`config.mk`:
```
export PLATFORM = sky130hd
export DESIGN_NAME = i2c_mem_reader
export DESIGN_NICKNAME = d
export VERILOG_FILES = /design/src/rtl/i2c_mem_reader.sv
export SDC_FILE = /design/constraint.sdc
export NUM_CORES = 1
export LEC_CHECK = 0
export BUFFER_PORTS_ARGS = -buffer_cell sky130_fd_sc_hd__clkbuf_2
export CAP_MARGIN = 30
export CORE_UTILIZATION = 60
export DETAILED_ROUTE_END_ITERATION = 6
export PLACE_DENSITY_LB_ADDON = 0.1
export SLEW_MARGIN = 25
export SYNTH_ARGS = -nofsm -noshare
export SYNTH_HDL_FRONTEND = slang
export SYNTH_SLANG_ARGS = --single-unit
export TNS_END_PERCENT = 1
```
`constraint.sdc`:
```
create_clock -name clk -period 3.3 [get_ports clk]
set_input_delay 0.33 -clock clk [delete_from_list [all_inputs] [get_ports clk]]
set_output_delay 0.33 -clock clk [all_outputs]
set_load 0.005 [all_outputs]
```
`src/rtl/i2c_mem_reader.sv`:
```
module i2c_mem_reader #(
  parameter logic [6:0] DEV_ADDR = 7'h50,
  parameter int AW = 11
) (
  input  logic          clk,
  input  logic          rst_n,
  input  logic          scl_i,
  input  logic          sda_i,
  output logic          sda_oe,
  output logic [AW-1:0] mem_addr,
  input  logic [7:0]    mem_rdata
);
  localparam logic [3:0] S_IDLE = 4'd0, S_DEV = 4'd1, S_DACK = 4'd2, S_WA1 = 4'd3,
                         S_A1ACK = 4'd4, S_WA0 = 4'd5, S_A0ACK = 4'd6, S_HOLD = 4'd7,
                         S_RD = 4'd8, S_RACK = 4'd9;

  logic [1:0] scl_sy, sda_sy;
  logic scl_q, sda_q;
  logic scl_s, sda_s, scl_rise, scl_fall, start_det, stop_det;
  logic [3:0] st, bcnt;
  logic [7:0] shr, hi_byte;
  logic rw, mack, rx_state;
  logic [AW-1:0] cnt;

  always_ff @(posedge clk or negedge rst_n)
    if (!rst_n) begin
      scl_sy <= 2'b11; sda_sy <= 2'b11; scl_q <= 1'b1; sda_q <= 1'b1;
    end else begin
      scl_sy <= {scl_sy[0], scl_i};
      sda_sy <= {sda_sy[0], sda_i};
      scl_q  <= scl_sy[1];
      sda_q  <= sda_sy[1];
    end

  assign scl_s     = scl_sy[1];
  assign sda_s     = sda_sy[1];
  assign scl_rise  = scl_s & ~scl_q;
  assign scl_fall  = ~scl_s & scl_q;
  assign start_det = scl_s & scl_q & sda_q & ~sda_s;
  assign stop_det  = scl_s & scl_q & ~sda_q & sda_s;
  assign rx_state  = (st == S_DEV) || (st == S_WA1) || (st == S_WA0);

  always_ff @(posedge clk or negedge rst_n)
    if (!rst_n) begin
      st <= S_IDLE; bcnt <= '0; shr <= '0; hi_byte <= '0;
      rw <= 1'b0; mack <= 1'b0; cnt <= '0;
    end else if (start_det) begin
      st <= S_DEV; bcnt <= '0;
    end else if (stop_det) begin
      st <= S_IDLE; bcnt <= '0;
    end else begin
      if (scl_rise) begin
        if (rx_state) begin
          shr  <= {shr[6:0], sda_s};
          bcnt <= bcnt + 4'd1;
        end
        if (st == S_RACK) mack <= ~sda_s;
      end
      if (scl_fall)
        case (st)
          S_DEV:
            if (bcnt == 4'd8) begin
              bcnt <= '0;
              if (shr[7:1] == DEV_ADDR) begin
                rw <= shr[0]; st <= S_DACK;
              end else st <= S_IDLE;
            end
          S_DACK:  st <= rw ? S_RD : S_WA1;
          S_WA1:
            if (bcnt == 4'd8) begin
              hi_byte <= shr; bcnt <= '0; st <= S_A1ACK;
            end
          S_A1ACK: st <= S_WA0;
          S_WA0:
            if (bcnt == 4'd8) begin
              cnt <= AW'({hi_byte, shr}); bcnt <= '0; st <= S_A0ACK;
            end
          S_A0ACK: st <= S_HOLD;
          S_RD:
            if (bcnt == 4'd7) begin
              bcnt <= '0; st <= S_RACK;
            end else bcnt <= bcnt + 4'd1;
          S_RACK:
            if (mack) begin
              cnt <= cnt + AW'(1); st <= S_RD;
            end else st <= S_IDLE;
          default: ;
        endcase
    end

  assign mem_addr = cnt;
  assign sda_oe   = (st == S_DACK) || (st == S_A1ACK) || (st == S_A0ACK) ||
                    ((st == S_RD) && !mem_rdata[3'd7 - bcnt[2:0]]);
endmodule


```
==> results.yml, run 1 <==
outcome:
  status: "finished, final reports clean"
worst_setup_path:
  cpMaxStageDelayCell: "mux4_2"
  cp.required_ps: 2970
  rr_startpoint: "bcnt[0]"
  r2r_cells: 7
  cp_cell_sequence: "mux4_2 > mux2i_1 > nand3_1 > o31ai_1 > clkbuf_2"
  crit_fanout: 6
  critPathTopFamily: "multiplexers"
  reg2reg_setup_slack_ps: 1260
  reg2reg_to: "mem_addr[6]"
  critical_path.endpoint_type: "primary output"
  cp.depth: 5
  crit_path_start_kind: "register"
  worstPathArrival_ps: 1880
  critPathMaxStageDelay_ps: 530
  worstSetupPathType: "reg2out"
  critPathBufInv: 1
yosys:
  synth_top_area_cell: "dfrtp_1"
  syn_inst: 205
  synth_top_area_share_pct: 38.4
  synth_nets: 220
  synth_edf_count: 0
  netlist_area_um2: 2090
  ys_types: 52
  syn_area_per_cell_um2: 10.2
  ys_seq_area_share_pct: 45.9
  yosysWarnings: 0
  ys.flop_type: "dfrtp_1"
  synth.area.top_cells: "dfrtp_1, dfstp_2, mux2_2"
  async_flop_share_pct: 100
  synth-seq-cells: 38
clock_tree:
  cts_buffers: 5
  cts_sinks: 38
  clock_path_buffers: 2
  post_cts_buffers: 0
  root_buffer: "clkbuf_4"
  clkTransAtPathRegs_ps: 110
  tritoncts: "yes"
  postCtsResizedCells: 0
  clock_latency_ps: 360
  htreeDepth: 2
  cts_hold_buf: 0
timing:
  worstMarginPinSlew_ps: 557
  fin_worst_skew_ps: 15.1
  finalHoldViolCount: 0
  post-route-min-period_ps: 2210
  finalSetupViolCount: 0
  relSlewSlack_pct: 62.9
  timing.fmax_mhz: 452
  tns_ps: 0
  slew_viol_final: 0
  finalCritPeriodShare_pct: 67.0
  rsz0062_at_grt: "no"
layout:
  layout_commonest_cell: "dfrtp_1"
  fin_util_pct: 69.8
  drive_above_1_share_pct: 26.0
  fillers: 262
  n_antenna_cell: 0
  design_area_um2: 2330
  final_cell_mix: "dfrtp_1, clkbuf_2, a21oi_1, nand3_1, o21ai_0"
  area_delta_synth_final_pct: 11.6
  fin_nets: 245
global_routing:
  grt_use_total_pct: 27.4
  grt_pass1_wl_um: 7250
  grt_max_degree: 39
  grt_pass1_vias: 1559
  antenna_found_initial: 0
  grt_overflow: 0
placed_design:
  place_congestion: 0.824
  placed_area_um2: 2220
  hpwlAfterDp_um: 3190
  io_buffers: 23
power:
  leakage_nw: 1.01
  peakVddDrop_mv: 0.447
  p_per_area_nw_per_um2: 488
floorplan:
  die_width_um: 61.0
  core_area_um2: 3340
  dieArea_um2: 3720
  rows: 21
  fp.dieH_um: 61.0
  initial_core_util_pct: 62.5
  pin_count: 24
drt:
  via_count: 1748
  vias_per_cell: 6.31
  drcViolationCount: 0
  initialDrtViolationCount: 190
  drt_wl_total_um: 4420
  postRouteAntennaNets: 0
  first_pass_iters: 4
  post_drt_wl_per_cell_um: 15.9
hold_path:
  hp-start: "scl_i"
  hp-class: "in2reg"
  min_to: "scl_sy[0]"
  min_path_cells: 1
run:
  maxCapViolCount: 0
==> state kept, by name (all words and copies together), names as in the netlist, 2 cells and up <==
register  flops
mem_addr     11
shr           8
bcnt          4
st            4
hi_byte       3
scl_sy        2
sda_sy        2
==> routing by layer <==
metal | global-route usage [%] | vias up | wire length [um]
li1 | - | 822 | -
met1 | 40.2 | 860 | 2020
met5 | 0 | - | 0
met2 | 39.2 | 61 | 2070
met3 | 7.68 | 5 | 268
met4 | 9.42 | 0 | 59
==> logic make-up after synthesis <==
group	Yosys count	synth area share (%)
and+or+nand+nor	73	19.5
AOI/OAI and AO/OA	62	19.6
xor gates and xnor gates	1	0.420
DFF	38	45.9
buffers and inverters	12	3.18
muxes	16	9.59
adders and majority gates	3	1.80
==> layout make-up <==
cell class	count	area, um2	share of cell area, %
inverter	4	15.0	0.645
tap	46	57.6	2.47
sequential	38	958	41.2
clock buffer	5	37.5	1.61
timing repair buffer	26	153	6.56
clock inverter	3	45.0	1.93
multi-input combinational	155	1060	45.6
==> stage by stage <==
step                      hold slack, ps  power [mW]  setup slack [ps]  std cells
after floorplan                     34.4       0.750              1470        205
after global placement               347       0.803              1400        267
after detailed placement             347       0.820              1310        267
after CTS                           29.7        1.14              1070        275
after global routing                11.2        1.20               988        277
final                               47.1        1.14              1090        277
==> power by group <==
part           switching (mW)  internal (mW)
Sequential             0.0938          0.526
Clock                   0.162          0.159
Combinational          0.0832          0.113
==> worst register-to-register path: cells and delay by family, from the launching register on <==
kind	cells	cell delay, ps
simple gates	2	700
compound gates	3	560
flops	1	470
fa+ha+maj	1	140
buf+inv	1	110
==> synth_stat cells, types with 2 or more instances <==
master / count
dfrtp_1: 32
a21oi_1: 17
nand3_1: 16
o21ai_0: 13
mux2_2: 12
nand2_1: 12
nor2_1: 11
and3_1: 6
dfstp_2: 6
nor2b_1: 6
nand2b_1: 5
a31oi_1: 4
inv_1: 4
o31ai_1: 4
a2bb2oi_1: 3
buf_4: 3
ha_1: 3
o21a_1: 3
o22a_1: 3
a21boi_0: 2
buf_2: 2
clkbuf_1: 2
mux2i_1: 2
mux4_2: 2
nand4b_1: 2
nor3_1: 2
o22ai_1: 2
or3_1: 2
==> worst max-delay path by stage <==
stage / from / endpoint / slack, ps
global placement: bcnt[0] / st[0] / 1400
global route: bcnt[0] / sda_oe / 990
CTS: bcnt[0] / sda_oe / 1070
finish: bcnt[0] / sda_oe / 1090
detailed placement: bcnt[0] / mem_addr[6] / 1310
floorplan: bcnt[0] / st[0] / 1470
No activity file was read; power rests on OpenSTA's default activity.
==> run 2: changes to the inputs <==
--- a/config.mk
+++ b/config.mk
@@ -7,7 +7,7 @@
 export LEC_CHECK = 0
 export BUFFER_PORTS_ARGS = -buffer_cell sky130_fd_sc_hd__clkbuf_2
 export CAP_MARGIN = 30
-export CORE_UTILIZATION = 60
+export CORE_UTILIZATION = 52
 export DETAILED_ROUTE_END_ITERATION = 6
 export PLACE_DENSITY_LB_ADDON = 0.1
 export SLEW_MARGIN = 25
==> constraint.sdc (replaced) <==
create_clock -name clk -period 2.02 [get_ports clk]
set_input_delay 0.202 -clock clk [delete_from_list [all_inputs] [get_ports clk]]
set_output_delay 0.202 -clock clk [all_outputs]
set_load 0.005 [all_outputs]
==> run 2 against run 1 <==
Compared with the run above:
- core utilization is 5.4 points lower
- sequential power grew 63%
- critical path depth increased by 1
- power rose by 75%
- largest cell class unchanged
- largest power group unchanged
==> results.yml, run 2 (synthesis results as in run 1) <==
outcome:
  status: "finished, final reports clean"
worst_setup_path:
  cpMaxStageDelayCell: "mux4_2"
  critPathTopFamily: "multiplexers"
  worstPathArrival_ps: 1770
  cp_cell_sequence: "buf_6 > mux4_2 > mux2i_1 > nand3_1 > o31ai_1 > buf_2"
  worstSetupPathType: "reg2out"
  critPathMaxStageDelay_ps: 480
  critical_path.endpoint_type: "primary output"
  crit_path_start_kind: "register"
  cp.required_ps: 1820
  crit_fanout: 4
  critPathBufInv: 2
placed_design:
  place_congestion: 0.911
  hpwlAfterDp_um: 3340
  io_buffers: 23
  post-place-ws_ps: 128
layout:
  final_cell_mix: "dfrtp_1, clkbuf_2, a21oi_1, nand3_1, o21ai_0"
  fillers: 317
  largest_reg_flops: 11
  n_antenna_cell: 0
  area_delta_synth_final_pct: 15.5
  multi_input_area_um2: 1060
  fin_nets: 252
  layout_commonest_cell: "dfrtp_1"
  drive_above_1_share_pct: 28.2
  regArea_um2: 960
clock_tree:
  post_cts_buffers: 0
  clock_path_buffers: 2
  clkTransAtPathRegs_ps: 70
  clock_latency_ps: 290
  tritoncts: "yes"
  htreeDepth: 2
  cts_buffers: 5
  root_buffer: "clkbuf_8"
  cts_sinks: 38
timing:
  worst_slack_ps: 50.0
  fin_worst_skew_ps: 8.80
  worstMarginPinSlew_ps: 586
  slew_viol_final: 0
  rsz0062_at_grt: "yes"
  finalCritPeriodShare_pct: 97.5
  post-route-min-period_ps: 1970
  finalHoldViolCount: 0
  relSlewSlack_pct: 60.9
  timing.fmax_mhz: 508
  finalSetupViolCount: 0
run:
  maxCapViolCount: 0
floorplan:
  die_width_um: 65.4
  rows: 22
  core_area_um2: 3740
  dieArea_um2: 4270
  pin_count: 24
  initial_core_util_pct: 55.7
  fp.dieH_um: 65.4
drt:
  drcViolationCount: 0
  drt_wl_total_um: 4530
  initialDrtViolationCount: 137
  first_pass_iters: 4
  postRouteAntennaNets: 0
  via_count: 1742
  post_drt_wl_per_cell_um: 15.8
  vias_per_cell: 6.09
power:
  p_switching_uw: 560
  power_mw: 1.99
  p_per_area_nw_per_um2: 825
  p_int_mw: 1.43
  sw_frac_of_total_pct: 28.2
  peakVddDrop_mv: 0.676
  pwr-share-seq_pct: 50.7
  leakage_nw: 1.06
  pwr-share-clk_pct: 31.5
  combPwrFrac_pct: 17.8
global_routing:
  grt_pass1_wl_um: 7710
  grt_max_degree: 25
  grt_pass1_vias: 1666
  grt_overflow: 0
  grt_use_total_pct: 24.2
  antenna_found_initial: 0
hold_path:
  hp-class: "reg2reg"
run 2: path summary, 6_finish.rpt:
kind,from,cells past startpoint,slack [ps],to
hold reg to reg,scl_sy[0],0,360,scl_sy[1]
setup / recovery,bcnt[0],6,50,sda_oe
max in group asynchronous,rst_n,3,1030,mem_addr[9]
min in group asynchronous,rst_n,2,440,st[3]
hold / removal,scl_sy[0],0,360,scl_sy[1]
setup reg to reg,bcnt[0],6,110,st[0]
run 2: timing repair:
action                                  in CTS  in global routing
resized for setup                            0                  4
hold buffers                                 3                  0
endpoints found under the setup margin       0                  3
endpoints found under the hold margin       18                  0
run 2: through the flow:
step | cells | setup TNS (ps) | util, % | hold WS [ps] | instance area (um2)
2_1_floorplan | 205 | 0 | - | -93.6 | 2090
3_3_place_gp | 275 | 0 | 60.5 | 224 | 2260
3_5_place_dp | 275 | 0 | 60.5 | 231 | 2260
4_1_cts | 286 | 0 | 64.2 | 362 | 2400
5_1_grt | 286 | -28.1 | 64.4 | 362 | 2410
6_report | 286 | 0 | 64.4 | 359 | 2410
run 2: area by class of cell:
class                      count  share of cell area (%)
multi-input combinational    155                    44.2
sequential                    38                    39.8
timing repair buffer          33                    8.36
clock buffer                   5                    2.86
tap                           48                    2.49
clock inverter                 3                    1.66
inverter                       4                   0.623
run 2: power groups by stage:
stage	clock network [mW]	registers, mW	logic [mW]
floorplan	0	0.957	0.268
global placement	0	1.00	0.327
detailed placement	0	1.02	0.343
CTS	0.643	1.00	0.350
global route	0.681	1.02	0.396
finish	0.627	1.01	0.354
run 2: per-layer routing:
layer | vias up | wire length (um) | track usage, %
met2 | 51 | 2100 | 37.5
met3 | 12 | 180 | 5.38
met5 | - | 0 | 0
met4 | 0 | 92 | 8.70
li1 | 834 | - | -
met1 | 845 | 2160 | 33.3
run 2: worst reg2reg max path, cell delays in order (launching register included):
cell and delay [ps]:
dfrtp_1 420, ha_1 250, and3b_1 180, a2111o_1 420
nand3_2 150, nor3_2 60, a311o_1 320
==> run 3: changes to the inputs <==
--- a/config.mk
+++ b/config.mk
@@ -5,11 +5,13 @@
 export SDC_FILE = /design/constraint.sdc
 export NUM_CORES = 1
 export LEC_CHECK = 0
+export ABC_CLOCK_PERIOD_IN_PS = 2020
 export BUFFER_PORTS_ARGS = -buffer_cell sky130_fd_sc_hd__clkbuf_2
 export CAP_MARGIN = 30
 export CORE_UTILIZATION = 52
 export DETAILED_ROUTE_END_ITERATION = 6
 export PLACE_DENSITY_LB_ADDON = 0.1
+export RECOVER_POWER = 50
 export SLEW_MARGIN = 25
 export SYNTH_ARGS = -nofsm -noshare
 export SYNTH_HDL_FRONTEND = slang
==> run 3 against run 2 <==
Compared with the run above:
- critical path depth did not move
- power fell by 0.19%
- clock skew rose by 0.62 ps
- combinational power barely moved
- cell count did not move
- wire length rose by 0.22%
- critical endpoint unchanged
- largest cell class unchanged
- largest power group unchanged
- highest routed layer unchanged
==> results.yml, run 3 (synthesis results as in run 1) <==
outcome:
  status: "finished, final reports clean"
drt:
  first_pass_iters: 4
  post_drt_wl_per_cell_um: 15.9
  via_count: 1732
  vias_per_cell: 6.06
  initialDrtViolationCount: 124
  postRouteAntennaNets: 0
  drt_wl_total_um: 4540
  drcViolationCount: 0
timing:
  worst_slack_ps: 43.3
  slew_viol_final: 0
  timing.fmax_mhz: 506
  post-route-min-period_ps: 1980
  tns_ps: 0
  fin_worst_skew_ps: 9.42
  finalCritPeriodShare_pct: 97.9
  rsz0062_at_grt: "yes"
  relSlewSlack_pct: 16.6
  finalHoldViolCount: 0
  worstMarginPinSlew_ps: 1250
  finalSetupViolCount: 0
layout:
  final_cell_mix: "dfrtp_1, clkbuf_2, a21oi_1, nand3_1, o21ai_0"
  largest_reg_flops: 11
  n_antenna_cell: 0
  fin_util_pct: 64.1
  layout_commonest_cell: "dfrtp_1"
  fin_nets: 252
  fillers: 322
  fin_cells: 286
  drive_above_1_share_pct: 26.1
  area_delta_synth_final_pct: 15.0
power:
  peakVddDrop_mv: 0.675
  pwr-share-seq_pct: 50.7
  p_per_area_nw_per_um2: 827
  pwr-share-clk_pct: 31.5
  p_int_mw: 1.43
  p_switching_uw: 558
  combPwrFrac_pct: 17.8
  sw_frac_of_total_pct: 28.1
  leakage_nw: 1.05
worst_setup_path:
  r2r_cells: 6
  crit_fanout: 4
  worstPathArrival_ps: 1770
  cpMaxStageDelayCell: "mux4_2"
  critPathBufInv: 2
  worstSetupPathType: "reg2out"
  critical_path.endpoint_type: "primary output"
  critPathTopFamily: "multiplexers"
  cp_cell_sequence: "buf_6 > mux4_2 > mux2i_1 > nand3_1 > o31ai_1 > buf_2"
  cp.required_ps: 1820
  critPathMaxStageDelay_ps: 480
  cp.depth: 6
  crit_path_start_kind: "register"
global_routing:
  antenna_found_initial: 0
  grt_pass1_vias: 1666
  grt_use_total_pct: 24.2
  grt_overflow: 0
  grt_max_degree: 25
  grt_pass1_wl_um: 7710
placed_design:
  place_congestion: 0.911
  hpwlAfterDp_um: 3340
  dp_cells: 275
  io_buffers: 23
  post-place-ws_ps: 128
floorplan:
  rows: 22
  initial_core_util_pct: 55.7
  core_area_um2: 3740
  dieArea_um2: 4270
  pin_count: 24
  fp.dieH_um: 65.4
  die_width_um: 65.4
clock_tree:
  clock_latency_ps: 290
  clock_path_buffers: 2
  htreeDepth: 2
  tritoncts: "yes"
  root_buffer: "clkbuf_8"
  clkTransAtPathRegs_ps: 70
  cts_sinks: 38
  cts_buffers: 5
hold_path:
  min_path_cells: 0
  hp-class: "reg2reg"
run:
  maxCapViolCount: 0
run 3: per-layer routing:
metal / share of wire (%) / GRT usage (%)
met4: 1.8 / 8.70
met1: 48 / 33.3
met5: 0 / 0
met2: 46 / 37.5
met3: 4.1 / 5.38
run 3: power groups by stage:
stage               clock [mW]  sequential (mW)  combinational [mW]
CTS                      0.643             1.00               0.350
global placement             0             1.00               0.327
finish                   0.625             1.01               0.352
global route             0.681             1.02               0.396
floorplan                    0            0.957               0.268
detailed placement           0             1.02               0.343
run 3: worst paths after layout:
| check | startpoint | end | slack [ps] |
|---|---|---|---|
| worst max-delay path | bcnt[0] | sda_oe | 40 |
| worst min-delay path | scl_sy[0] | scl_sy[1] | 360 |
| worst max register to register | bcnt[0] | st[0] | 120 |
| worst min register to register | scl_sy[0] | scl_sy[1] | 360 |
| max in group asynchronous | rst_n | shr[7] | 470 |
| min in group asynchronous | rst_n | st[3] | 700 |
run 3: repair_timing:
action,in CTS,in global routing
resized for setup,0,4
setup endpoints to repair,0,3
hold buffers,3,0
hold endpoints to repair,18,0
buffers inserted,0,0
run 3: metrics by stage:
step                      cell area, um2  hold slack [ps]  power, mW
final                               2400              358       1.98
after global routing                2400              362       2.10
after CTS                           2400              362       1.99
after detailed placement            2260              231       1.36
after global placement              2260              224       1.33
after floorplan                     2090            -93.6       1.23
run 3: final cells by class:
type | count | area, um2 | area share (%)
repair buffers | 33 | 193 | 8.03
well taps | 48 | 60.1 | 2.50
clock buffers | 5 | 68.8 | 2.87
clock inverters | 3 | 40.0 | 1.67
flip-flops and latches | 38 | 960 | 40.0
inverters | 4 | 15.0 | 0.625
multi-input cells | 155 | 1060 | 44.3
run 3: worst reg2reg max path, stage by stage (launching register included):
cell and delay [ps]:
dfrtp_1 420, ha_1 240, and3b_1 180, a2111o_1 420
nand3_2 150, nor3_2 60, a311o_1 320
